$ cat src/rtl/spi_mf_pkg.sv
package spi_mf_pkg;
   typedef enum logic [1:0] {
      REG_CTRL = 2'd0,
      REG_STAT = 2'd1,
      REG_DATA = 2'd2
   } reg_sel_e;

   localparam int CTL_W    = 6;
   localparam int CTL_IRQ  = 0;
   localparam int CTL_ENA  = 1;
   localparam int CTL_MST  = 2;
   localparam int CTL_SDIR = 3;
   localparam int CTL_MDRV = 4;
   localparam int CTL_SLVL = 5;
endpackage

$ cat src/rtl/spi_mf_sync.sv
module spi_mf_sync #(
   parameter int          WIDTH  = 1,
   parameter int          STAGES = 2,
   parameter logic [WIDTH-1:0] INIT = '0
) (
   input  logic             clk,
   input  logic             rst_n,
   input  logic [WIDTH-1:0] d,
   output logic [WIDTH-1:0] q
);
   generate
      if (STAGES < 2) begin : g_bad_stages
         $error("spi_mf_sync: STAGES must be at least 2");
      end
   endgenerate

   logic [WIDTH-1:0] stg_q [STAGES];

   genvar s;
   generate
      for (s = 0; s < STAGES; s++) begin : g_stage
         always_ff @(posedge clk or negedge rst_n) begin
            if (!rst_n) stg_q[s] <= INIT;
            else if (s == 0) stg_q[s] <= d;
            else stg_q[s] <= stg_q[(s == 0) ? 0 : s-1];
         end
      end
   endgenerate

   assign q = stg_q[STAGES-1];
endmodule

$ cat src/rtl/spi_mf_clkgen.sv
module spi_mf_clkgen #(
   parameter int HALF_DIV = 4,
   parameter int BITS     = 8
) (
   input  logic clk,
   input  logic rst_n,
   input  logic start,
   input  logic abort,
   output logic sck,
   output logic rise,
   output logic fall,
   output logic busy
);
   localparam int HALVES = 2 * BITS;
   localparam int HW     = $clog2(HALVES + 1);
   localparam int DW     = (HALF_DIV > 1) ? $clog2(HALF_DIV) : 1;

   generate
      if (HALF_DIV < 1) begin : g_bad_div
         $error("spi_mf_clkgen: HALF_DIV must be at least 1");
      end
   endgenerate

   logic          run_q, sck_q;
   logic [DW-1:0] div_q;
   logic [HW-1:0] half_q;
   logic          tick;

   assign tick = run_q && (div_q == DW'(HALF_DIV - 1));

   always_ff @(posedge clk or negedge rst_n) begin
      if (!rst_n) begin
         run_q  <= 1'b0;
         sck_q  <= 1'b0;
         div_q  <= '0;
         half_q <= '0;
      end else if (abort) begin
         run_q  <= 1'b0;
         sck_q  <= 1'b0;
         div_q  <= '0;
         half_q <= '0;
      end else if (!run_q) begin
         if (start) begin
            run_q  <= 1'b1;
            div_q  <= '0;
            half_q <= '0;
         end
      end else if (tick) begin
         div_q  <= '0;
         sck_q  <= ~sck_q;
         half_q <= half_q + 1'b1;
         if (half_q == HW'(HALVES - 1)) run_q <= 1'b0;
      end else begin
         div_q <= div_q + 1'b1;
      end
   end

   assign sck  = sck_q;
   assign rise = tick && !sck_q && !abort;
   assign fall = tick && sck_q && !abort;
   assign busy = run_q;

   AST_SCK_ONLY_RUNNING: assert property (@(posedge clk) disable iff (!rst_n)
      sck_q |-> run_q);
   AST_ABORT_IDLE: assert property (@(posedge clk) disable iff (!rst_n)
      abort |=> (!run_q && !sck_q));
endmodule

$ cat src/rtl/spi_mf_shifter.sv
module spi_mf_shifter #(
   parameter int BITS = 8
) (
   input  logic            clk,
   input  logic            rst_n,
   input  logic            load,
   input  logic [BITS-1:0] load_val,
   input  logic            clr,
   input  logic            rise,
   input  logic            fall,
   input  logic            din,
   output logic            dout,
   output logic            done,
   output logic [BITS-1:0] rx
);
   localparam int CW = (BITS > 1) ? $clog2(BITS) : 1;

   generate
      if (BITS < 2) begin : g_bad_bits
         $error("spi_mf_shifter: BITS must be at least 2");
      end
   endgenerate

   logic [BITS-1:0] sh_q, rx_q;
   logic [CW-1:0]   cnt_q;
   logic            samp_q, done_q;

   always_ff @(posedge clk or negedge rst_n) begin
      if (!rst_n) begin
         sh_q   <= '0;
         rx_q   <= '0;
         cnt_q  <= '0;
         samp_q <= 1'b0;
         done_q <= 1'b0;
      end else begin
         done_q <= 1'b0;
         if (load) begin
            sh_q   <= load_val;
            cnt_q  <= '0;
            samp_q <= 1'b0;
         end else if (clr) begin
            cnt_q  <= '0;
            samp_q <= 1'b0;
         end else if (rise) begin
            samp_q <= din;
            if (cnt_q == CW'(BITS - 1)) begin
               cnt_q  <= '0;
               done_q <= 1'b1;
               rx_q   <= {sh_q[BITS-2:0], din};
            end else begin
               cnt_q <= cnt_q + 1'b1;
            end
         end else if (fall) begin
            sh_q <= {sh_q[BITS-2:0], samp_q};
         end
      end
   end

   assign dout = sh_q[BITS-1];
   assign done = done_q;
   assign rx   = rx_q;

   AST_CLEAR_RESYNC: assert property (@(posedge clk) disable iff (!rst_n)
      clr |=> (cnt_q == '0 && !done_q));
   AST_DONE_SINGLE: assert property (@(posedge clk) disable iff (!rst_n)
      done_q |=> !done_q);
endmodule

$ cat src/rtl/spi_mf_ctrl.sv
module spi_mf_ctrl
   import spi_mf_pkg::*;
#(
   parameter int DATA_W      = 8,
   parameter int HALF_DIV    = 4,
   parameter int SYNC_STAGES = 2
) (
   input  logic              clk,
   input  logic              rst_n,
   input  logic [1:0]        reg_addr,
   input  logic              reg_wr,
   input  logic              reg_rd,
   input  logic [DATA_W-1:0] reg_wdata,
   output logic [DATA_W-1:0] reg_rdata,
   input  logic              glb_irq_en,
   output logic              irq,
   input  logic              sck_i,
   output logic              sck_o,
   output logic              sck_oe,
   input  logic              mosi_i,
   output logic              mosi_o,
   output logic              mosi_oe,
   input  logic              miso_i,
   output logic              miso_o,
   output logic              miso_oe,
   input  logic              ssel_i,
   output logic              ssel_o,
   output logic              ssel_oe
);
   generate
      if (DATA_W < 8) begin : g_bad_width
         $error("spi_mf_ctrl: DATA_W must be at least 8");
      end
   endgenerate

   logic [CTL_W-1:0]  ctrl_q;
   logic              flag_q, armed_q;
   logic [2:0]        pins_s;
   logic              ssel_s, sck_s, mosi_s, sck_d;
   logic              master, fault, slave_on, s_rise, s_fall;
   logic              m_sck, m_rise, m_fall, m_busy;
   logic              wr_ctl, wr_dat, rd_sta, acc_dat;
   logic              sh_load, sh_clr, sh_rise, sh_fall, sh_din, sh_dout, sh_done;
   logic [DATA_W-1:0] sh_rx;

   spi_mf_sync #(.WIDTH(3), .STAGES(SYNC_STAGES), .INIT(3'b100)) u_sync (
      .clk(clk), .rst_n(rst_n), .d({ssel_i, sck_i, mosi_i}), .q(pins_s));
   assign {ssel_s, sck_s, mosi_s} = pins_s;

   always_ff @(posedge clk or negedge rst_n) begin
      if (!rst_n) sck_d <= 1'b0;
      else sck_d <= sck_s;
   end

   assign master   = ctrl_q[CTL_ENA] && ctrl_q[CTL_MST];
   assign fault    = master && !ctrl_q[CTL_SDIR] && !ssel_s;
   assign slave_on = ctrl_q[CTL_ENA] && !ctrl_q[CTL_MST] && !ssel_s;
   assign s_rise   = slave_on && sck_s && !sck_d;
   assign s_fall   = slave_on && !sck_s && sck_d;

   assign wr_ctl  = reg_wr && (reg_addr == REG_CTRL);
   assign wr_dat  = reg_wr && (reg_addr == REG_DATA);
   assign rd_sta  = reg_rd && (reg_addr == REG_STAT);
   assign acc_dat = (reg_wr || reg_rd) && (reg_addr == REG_DATA);

   spi_mf_clkgen #(.HALF_DIV(HALF_DIV), .BITS(DATA_W)) u_clkgen (
      .clk(clk), .rst_n(rst_n),
      .start(wr_dat && master && !fault),
      .abort(fault),
      .sck(m_sck), .rise(m_rise), .fall(m_fall), .busy(m_busy));

   assign sh_load = wr_dat && !m_busy && !slave_on && !fault;
   assign sh_clr  = fault || !(master || slave_on);
   assign sh_rise = master ? m_rise : s_rise;
   assign sh_fall = master ? m_fall : s_fall;
   assign sh_din  = master ? miso_i : mosi_s;

   spi_mf_shifter #(.BITS(DATA_W)) u_shift (
      .clk(clk), .rst_n(rst_n),
      .load(sh_load), .load_val(reg_wdata), .clr(sh_clr),
      .rise(sh_rise), .fall(sh_fall), .din(sh_din),
      .dout(sh_dout), .done(sh_done), .rx(sh_rx));

   always_ff @(posedge clk or negedge rst_n) begin
      if (!rst_n) begin
         ctrl_q  <= '0;
         flag_q  <= 1'b0;
         armed_q <= 1'b0;
      end else begin
         if (wr_ctl) ctrl_q <= reg_wdata[CTL_W-1:0];
         if (fault)  ctrl_q[CTL_MST] <= 1'b0;

         if (sh_done || fault)        flag_q <= 1'b1;
         else if (armed_q && acc_dat) flag_q <= 1'b0;

         if (rd_sta && flag_q) armed_q <= 1'b1;
         else if (acc_dat)     armed_q <= 1'b0;
      end
   end

   always_comb begin
      case (reg_addr)
         REG_CTRL: reg_rdata = {{(DATA_W-CTL_W){1'b0}}, ctrl_q};
         REG_STAT: reg_rdata = {flag_q, {(DATA_W-1){1'b0}}};
         REG_DATA: reg_rdata = sh_rx;
         default:  reg_rdata = '0;
      endcase
   end

   assign irq     = flag_q && ctrl_q[CTL_IRQ] && glb_irq_en;
   assign sck_o   = m_sck;
   assign sck_oe  = master;
   assign mosi_o  = sh_dout;
   assign mosi_oe = master;
   assign miso_o  = sh_dout;
   assign miso_oe = slave_on && ctrl_q[CTL_MDRV];
   assign ssel_o  = ctrl_q[CTL_SLVL];
   assign ssel_oe = master && ctrl_q[CTL_SDIR];

   AST_FAULT_DEMOTES: assert property (@(posedge clk) disable iff (!rst_n)
      fault |=> (!ctrl_q[CTL_MST] && flag_q));
   AST_FAULT_RELEASES_SCK: assert property (@(posedge clk) disable iff (!rst_n)
      fault |=> (!sck_o && !sck_oe && !mosi_oe));
   AST_ONE_DRIVER: assert property (@(posedge clk) disable iff (!rst_n)
      sck_oe |-> !miso_oe);
   AST_FAULT_KEEPS_RX: assert property (@(posedge clk) disable iff (!rst_n)
      fault |=> $stable(sh_rx));
endmodule

$ cat config.mk
export PLATFORM = sky130hd
export DESIGN_NAME = spi_mf_ctrl
export DESIGN_NICKNAME = d
export VERILOG_FILES = /design/src/rtl/spi_mf_pkg.sv /design/src/rtl/spi_mf_sync.sv /design/src/rtl/spi_mf_clkgen.sv /design/src/rtl/spi_mf_shifter.sv /design/src/rtl/spi_mf_ctrl.sv
export SDC_FILE = /design/constraint.sdc
export NUM_CORES = 1
export LEC_CHECK = 0
export BUFFER_PORTS_ARGS = -buffer_cell sky130_fd_sc_hd__buf_2
export CORE_ASPECT_RATIO = 0.5
export CORE_MARGIN = 8
export CORE_UTILIZATION = 45
export DETAILED_ROUTE_END_ITERATION = 10
export PLACE_DENSITY = 0.7
export SYNTH_ARGS = -nofsm -noshare
export SYNTH_HDL_FRONTEND = slang
export SYNTH_SLANG_ARGS = --single-unit
$ cat constraint.sdc
create_clock -name clk -period 2.25 [get_ports clk]
set_input_delay 0.3375 -clock clk [delete_from_list [all_inputs] [get_ports clk]]
set_output_delay 0.3375 -clock clk [all_outputs]
set_load 0.01 [all_outputs]
==> impl_metrics.sql, run 1 <==
INSERT INTO impl_metrics (metric_group, metric, value, unit) VALUES
('status', 'status', 'finished clean', ''),
('cts', 'clk_pin_slew', '0.08', 'ns'),
('grt', 'grt_pass1_vias', '1508', ''),
('timing', 'worst_max_slew_pin_slew', '0.548', 'ns'),
('finish', 'ant_cells', '0', ''),
('grt', 'grt_use_met3', '3.11', '%'),
('finish', 'post_route_cells_drive_above_1_share', '41.6', '%'),
('grt', 'gr-usage-met1', '15.2', '%'),
('finish', 'syn_to_final_growth', '16.2', '%'),
('grt', 'grt_busiest_layer', 'met2', ''),
('synthesis', 'yosys.area_share.adder', '2.86', '%'),
('setup_path', 'arrival', '2.27', 'ns'),
('finish', 'fill_cells', '441', ''),
('placement', 'post-dp-hpwl', '3250', 'um'),
('timing', 'fin_skew', '0.00500', 'ns'),
('synthesis', 'asyncSetResetFlopFracSynth', '100', '%'),
('finish', 'finalInstanceArea', '2540', 'um^2'),
('power', 'clock_share_of_power', '21.1', '%'),
('finish', 'multi_input_area', '985', 'um^2'),
('routing', 'detail_route.vias_per_cell', '5.11', ''),
('power', 'switchingPower', '0.698', 'mW'),
('synthesis', 'synth.top_cell.area_share', '49.3', '%'),
('timing', 'final_min_period_over_clock_period', '93.0', '%'),
('setup_path', 'critical_path_required', '2.43', 'ns'),
('timing', 'max_freq', '0.478', 'GHz'),
('synthesis', 'ys.flop_type', 'dfrtp_1', ''),
('cts', 'cts_root_buf', 'clkbuf_8', ''),
('placement', 'place_congestion', '0.769', ''),
('synthesis', 'syn_area', '2180', 'um^2'),
('routing', 'avgRoutedWirePerCell', '15.3', 'um'),
('timing', 'timing.final.crit_period', '2.09', 'ns'),
('routing', 'dr.first_iter.drc_count', '46', ''),
('die', 'i_o_pins', '36', ''),
('timing', 'final_critical_path_setup_slack', '0.157', 'ns'),
('cts', 'htree_num_levels', '2', ''),
('synthesis', 'synth_cell_types', '41', ''),
('grt', 'grt_max_degree', '46', ''),
('synthesis', 'synth_xor_xnor_area_share', '1.60', '%'),
('timing', 'fin_hold_ws', '0.104', 'ns'),
('grt', 'grt_first_pass_wirelength', '7350', 'um'),
('grt', 'globalRouteMet2Util', '20.7', '%'),
('cts', 'numCtsBuffers', '5', ''),
('die', 'design.die.area', '7480', 'um^2'),
('power', 'comb_power_share', '27.4', '%'),
('power', 'p_int', '1.53', 'mW'),
('routing', 'antenna_left', '0', ''),
('cts', 'tritoncts_clock_tree', 'built', ''),
('synthesis', 'portion_of_the_post_synthesis_area_used_by_sequential_elements', '51.7', '%'),
('grt', 'grt-ovfl-total', '0', ''),
('die', 'core_area', '4800', 'um^2'),
('synthesis', 'synth_top_family_by_area', 'multiplexers', ''),
('synthesis', 'number_of_enable_flip_flop_cells_after_synthesis', '0', ''),
('timing', 'grt_setup_unrepaired', 'no', ''),
('synthesis', 'synth.top_cells.by_count', '43 x dfrtp_1, 22 x mux2_2, 16 x nor2_1, 8 x mux2i_1, 7 x mux2_4', ''),
('finish', 'layout.area.seq', '1130', 'um^2'),
('timing', 'slew_headroom', '63.4', '%'),
('cts', 'post_cts_buffers', '0', ''),
('grt', 'antenna_found_initial', '0', ''),
('synthesis', 'ys.warnings.count', '0', ''),
('timing', 'timing_hold_violations_final', '0', ''),
('cts', 'cts_max_path_buffers', '2', ''),
('timing', 'fin_setup_tns', '0', 'ns'),
('synthesis', 'number_of_cells_produced_by_synthesis', '172', ''),
('power', 'swShare', '31.4', '%'),
('die', 'fp-row-count', '18', ''),
('synthesis', 'synth_mux_area_share', '19.8', '%'),
('worst_hold_path', 'min-delay-path-class', 'primary input to async pin', ''),
('synthesis', 'ffs_latches_synth', '45', ''),
('synthesis', 'synth.largest_area_cell', 'dfrtp_1', ''),
('power', 'power.total', '2.22', 'mW'),
('placement', 'io_buffer_count', '35', '');
worst paths after layout:
path | cells after the start | startpoint | end | slack (ns)
max in group asynchronous | 2 | rst_n | u_clkgen.half_q[3] | 1.77
hold reg to reg | 0 | u_sync.stg_q[4] | u_sync.q[1] | 0.35
setup reg to reg | 4 | ctrl_q[1] | u_shift.sh_q[2] | 0.16
hold / removal | 2 | rst_n | u_shift.rx[2] | 0.10
setup / recovery | 4 | ctrl_q[1] | u_shift.sh_q[2] | 0.16
min in group clk | 1 | ssel_i | u_sync.stg_q[5] | 0.14
logic make-up after synthesis:
group,Yosys count
mux,37
xor+xnor,4
flops,45
buf+inv,15
compound gates,27
fa+ha+maj,5
simple gates,39
power groups by stage:
stage	registers [mW]	logic [mW]	clock network [mW]
2_1_floorplan	1.10	0.479	0
3_3_place_gp	1.15	0.595	0
3_5_place_dp	1.16	0.612	0
4_1_cts	1.14	0.619	0.487
5_1_grt	1.17	0.676	0.524
6_report	1.14	0.609	0.470
registers in the layout (all words and copies together) (netlist names):
signal and cells:
u_shift.rx 8, u_shift.sh_q 8, ctrl_q 6, u_clkgen.half_q 5
u_shift.cnt_q 3, u_sync.q 3, u_sync.stg_q 3, u_clkgen.div_q 2
armed_q 1, flag_q 1, sck_d 1, u_clkgen.busy 1
u_clkgen.sck 1, u_shift.done 1, u_shift.samp_q 1
worst max-delay path, stage by stage, from the launching register on:
cell and delay, ns:
dfrtp_1 0.48, or3b_4 0.45, o32ai_2 0.28, or2_1 0.43
mux2_4 0.34
cell usage in the layout (no fill, tap or decap), drive strengths merged, types with 2 or more instances in the layout:
cell type,count
nor3b,3
buf,43
ha,5
inv,6
a311oi,2
o32ai,2
xnor2,2
and3,3
o211ai,2
dfrtp,43
nand2,6
nor2,16
o21ai,2
xor2,2
o21ba,2
mux2i,8
mux2,29
a22o,5
clkbuf,8
dfstp,2
a21oi,2
nor2b,3
a22oi,6
cell type report:
class | instances | area share [%]
Sequential cell | 45 | 44.5
Timing Repair Buffer | 43 | 9.27
Inverter | 6 | 0.887
Clock buffer | 8 | 3.15
Multi-Input combinational cell | 112 | 38.8
Tap cell | 70 | 3.45
layer usage:
| metal | wire, um | vias up |
|---|---|---|
| met5 | 0 | - |
| met4 | 82 | 0 |
| met3 | 136 | 8 |
| met2 | 2120 | 17 |
| met1 | 2010 | 731 |
| li1 | - | 696 |
per-stage QoR:
stage,util (%),cells
final,52.9,284
after CTS,52.9,284
after global routing,52.9,284
after floorplan,-,172
after detailed placement,51.3,276
after global placement,51.3,276
Power figures use the tool's default switching activity.
==> run 2: changes to the inputs <==
Settings changed: CTS_BUF_LIST set to sky130_fd_sc_hd__clkbuf_16.
==> impl_metrics.sql, run 2 (synthesized netlist as in run 1, its figures left out) <==
INSERT INTO impl_metrics (metric_group, metric, value, unit) VALUES
('finish', 'multi_input_area', '985', 'um^2'),
('cts', 'clk_pin_slew', '0.06', 'ns'),
('cts', 'post_cts_buffers', '0', ''),
('grt', 'grt_pass1_vias', '1522', ''),
('placement', 'io_buffer_count', '35', ''),
('job', 'reported_max_cap_violation_count', '0', ''),
('cts', 'clkLatencyLatePin', '0.28', 'ns'),
('die', 'i_o_pins', '36', ''),
('setup_path', 'arrival', '2.26', 'ns'),
('cts', 'post_cts_gate_resize_count', '0', ''),
('timing', 'max_freq', '0.478', 'GHz'),
('timing', 'timing.final.setup_violations', '0', ''),
('routing', 'avgRoutedWirePerCell', '15.4', 'um'),
('die', 'die_w', '115', 'um'),
('placement', 'pre_cts_ws', '0.161', 'ns'),
('finish', 'layout_commonest_cell', 'dfrtp_1', ''),
('routing', 'antenna_left', '0', ''),
('setup_path', 'crit_path_max_incr_delay', '0.47', 'ns'),
('timing', 'fin_setup_tns', '0', 'ns'),
('setup_path', 'critical_path_required', '2.42', 'ns'),
('die', 'design.die.area', '7480', 'um^2'),
('timing', 'final_min_period_over_clock_period', '93.0', '%'),
('grt', 'grt_busiest_layer', 'met2', ''),
('grt', 'gr-usage-met1', '15.0', '%'),
('routing', 'vias', '1468', ''),
('timing', 'final_critical_path_setup_slack', '0.158', 'ns'),
('timing', 'grt_setup_unrepaired', 'no', ''),
('routing', 'route.final.wire_length', '4380', 'um'),
('cts', 'tritoncts_clock_tree', 'built', ''),
('setup_path', 'critical_path_fanouts_max', '7', ''),
('status', 'status', 'finished clean', ''),
('cts', 'cts_num_sinks', '45', ''),
('grt', 'grt_use_met3', '3.93', '%'),
('routing', 'dr.first_iter.drc_count', '48', ''),
('timing', 'fin_hold_ws', '0.123', 'ns'),
('setup_path', 'timing_worst_setup_path_type', 'flop to flop', ''),
('cts', 'cts_max_path_buffers', '2', ''),
('timing', 'slew_headroom', '63.7', '%'),
('power', 'max-vdd-ir-drop', '0.393', 'mV'),
('grt', 'grt-ovfl-total', '0', ''),
('timing', 'worst_max_slew_pin_slew', '0.544', 'ns'),
('grt', 'globalRouteMet2Util', '21.1', '%'),
('timing', 'timing.final.crit_period', '2.09', 'ns'),
('cts', 'numCtsBuffers', '5', ''),
('cts', 'cts_root_buf', 'clkbuf_16', ''),
('power', 'powerDensity', '935', 'nW/um^2'),
('grt', 'grtUsageTotal', '12.7', '%'),
('setup_path', 'path_delay_family', 'simple AND/OR/NAND/NOR gates', ''),
('setup_path', 'slack_of_the_worst_reg_to_reg_path', '0.16', 'ns'),
('setup_path', 'cp-end-kind', 'flop', ''),
('finish', 'ant_cells', '0', ''),
('power', 'p_leak', '1.31', 'nW'),
('power', 'power.total', '2.43', 'mW'),
('timing', 'finalMaxSlewViolations', '0', ''),
('routing', 'detail_route.vias_per_cell', '5.17', ''),
('placement', 'place_congestion', '0.769', ''),
('routing', 'detail_route.drc_violations', '0', ''),
('placement', 'post-dp-hpwl', '3250', 'um'),
('die', 'fp-row-count', '18', ''),
('setup_path', 'crit_slowest_cell', 'dfrtp_1', ''),
('die', 'core_area', '4800', 'um^2'),
('finish', 'finalInstanceArea', '2590', 'um^2'),
('setup_path', 'crit_path_cell_trace', 'or3b_4, o32ai_2, or2_1, mux2_4', ''),
('setup_path', 'worst_setup_path_start_kind', 'flop', ''),
('die', 'die_height', '65.3', 'um'),
('finish', 'post_route_cells_drive_above_1_share', '41.6', '%'),
('setup_path', 'reg2regPathDepth', '4', ''),
('cts', 'htree_num_levels', '2', ''),
('timing', 'timing_hold_violations_final', '0', ''),
('setup_path', 'cp_num_cells', '4', ''),
('routing', 'detailedRoute.firstPassIterationCount', '4', ''),
('placement', 'placed_area', '2460', 'um^2'),
('grt', 'grt_max_degree', '46', ''),
('worst_hold_path', 'min-delay-path-class', 'primary input to async pin', ''),
('grt', 'antenna_found_initial', '0', ''),
('finish', 'syn_to_final_growth', '18.8', '%'),
('cts', 'ctsHoldBuffers', '0', ''),
('die', 'start_util', '45.5', '%'),
('finish', 'final_cell_mix', '43 x dfrtp_1, 35 x buf_2, 22 x mux2_2, 16 x nor2_1, 9 x inv_1', ''),
('grt', 'grt_first_pass_wirelength', '7360', 'um'),
('timing', 'fin_skew', '0.00394', 'ns'),
('finish', 'net_count_final', '237', ''),
('finish', 'fill_cells', '425', ''),
('setup_path', 'worst-path-buf-inv', '0', ''),
('finish', 'layout.area.seq', '1130', 'um^2');
run 2: changes by cell type in the layout (fill, tap and decap cells not counted):
| cell | delta |
|---|---|
| clkbuf_1 | -3 |
| inv_1 | +3 |
| clkbuf_8 | -5 |
| clkbuf_16 | +5 |
run 2: layout make-up:
cell class / count / area share, %
sequential: 45 / 43.5
clock inverter: 3 / 0.434
inverter: 6 / 0.868
clock buffer: 5 / 4.82
timing repair buffer: 43 / 9.06
multi-input combinational: 112 / 37.9
tap: 70 / 3.38
run 2: metrics by stage:
stage | std cells | util (%)
2_1_floorplan | 172 | -
3_3_place_gp | 276 | 51.3
3_5_place_dp | 276 | 51.3
4_1_cts | 284 | 54.1
5_1_grt | 284 | 54.1
6_report | 284 | 54.1
run 2: power by group:
group | internal (mW) | total, mW | switching [mW]
registers | 0.969 | 1.15 | 0.176
logic | 0.337 | 0.607 | 0.270
clock network | 0.399 | 0.674 | 0.275
run 2: worst paths after layout:
| kind | to | from |
|---|---|---|
| min in group clk | u_sync.stg_q[5] | ssel_i |
| max reg2reg | u_shift.sh_q[2] | ctrl_q[1] |
| min reg2reg | u_sync.q[1] | u_sync.stg_q[4] |
| max in group asynchronous | u_clkgen.half_q[3] | rst_n |
| min | u_shift.rx[2] | rst_n |
| max | u_shift.sh_q[2] | ctrl_q[1] |
run 2: routing by layer:
metal | vias to the layer above | wire length (um)
li1 | 698 | -
met1 | 748 | 2010
met2 | 18 | 2170
met3 | 4 | 135
met4 | 0 | 63
met5 | - | 0
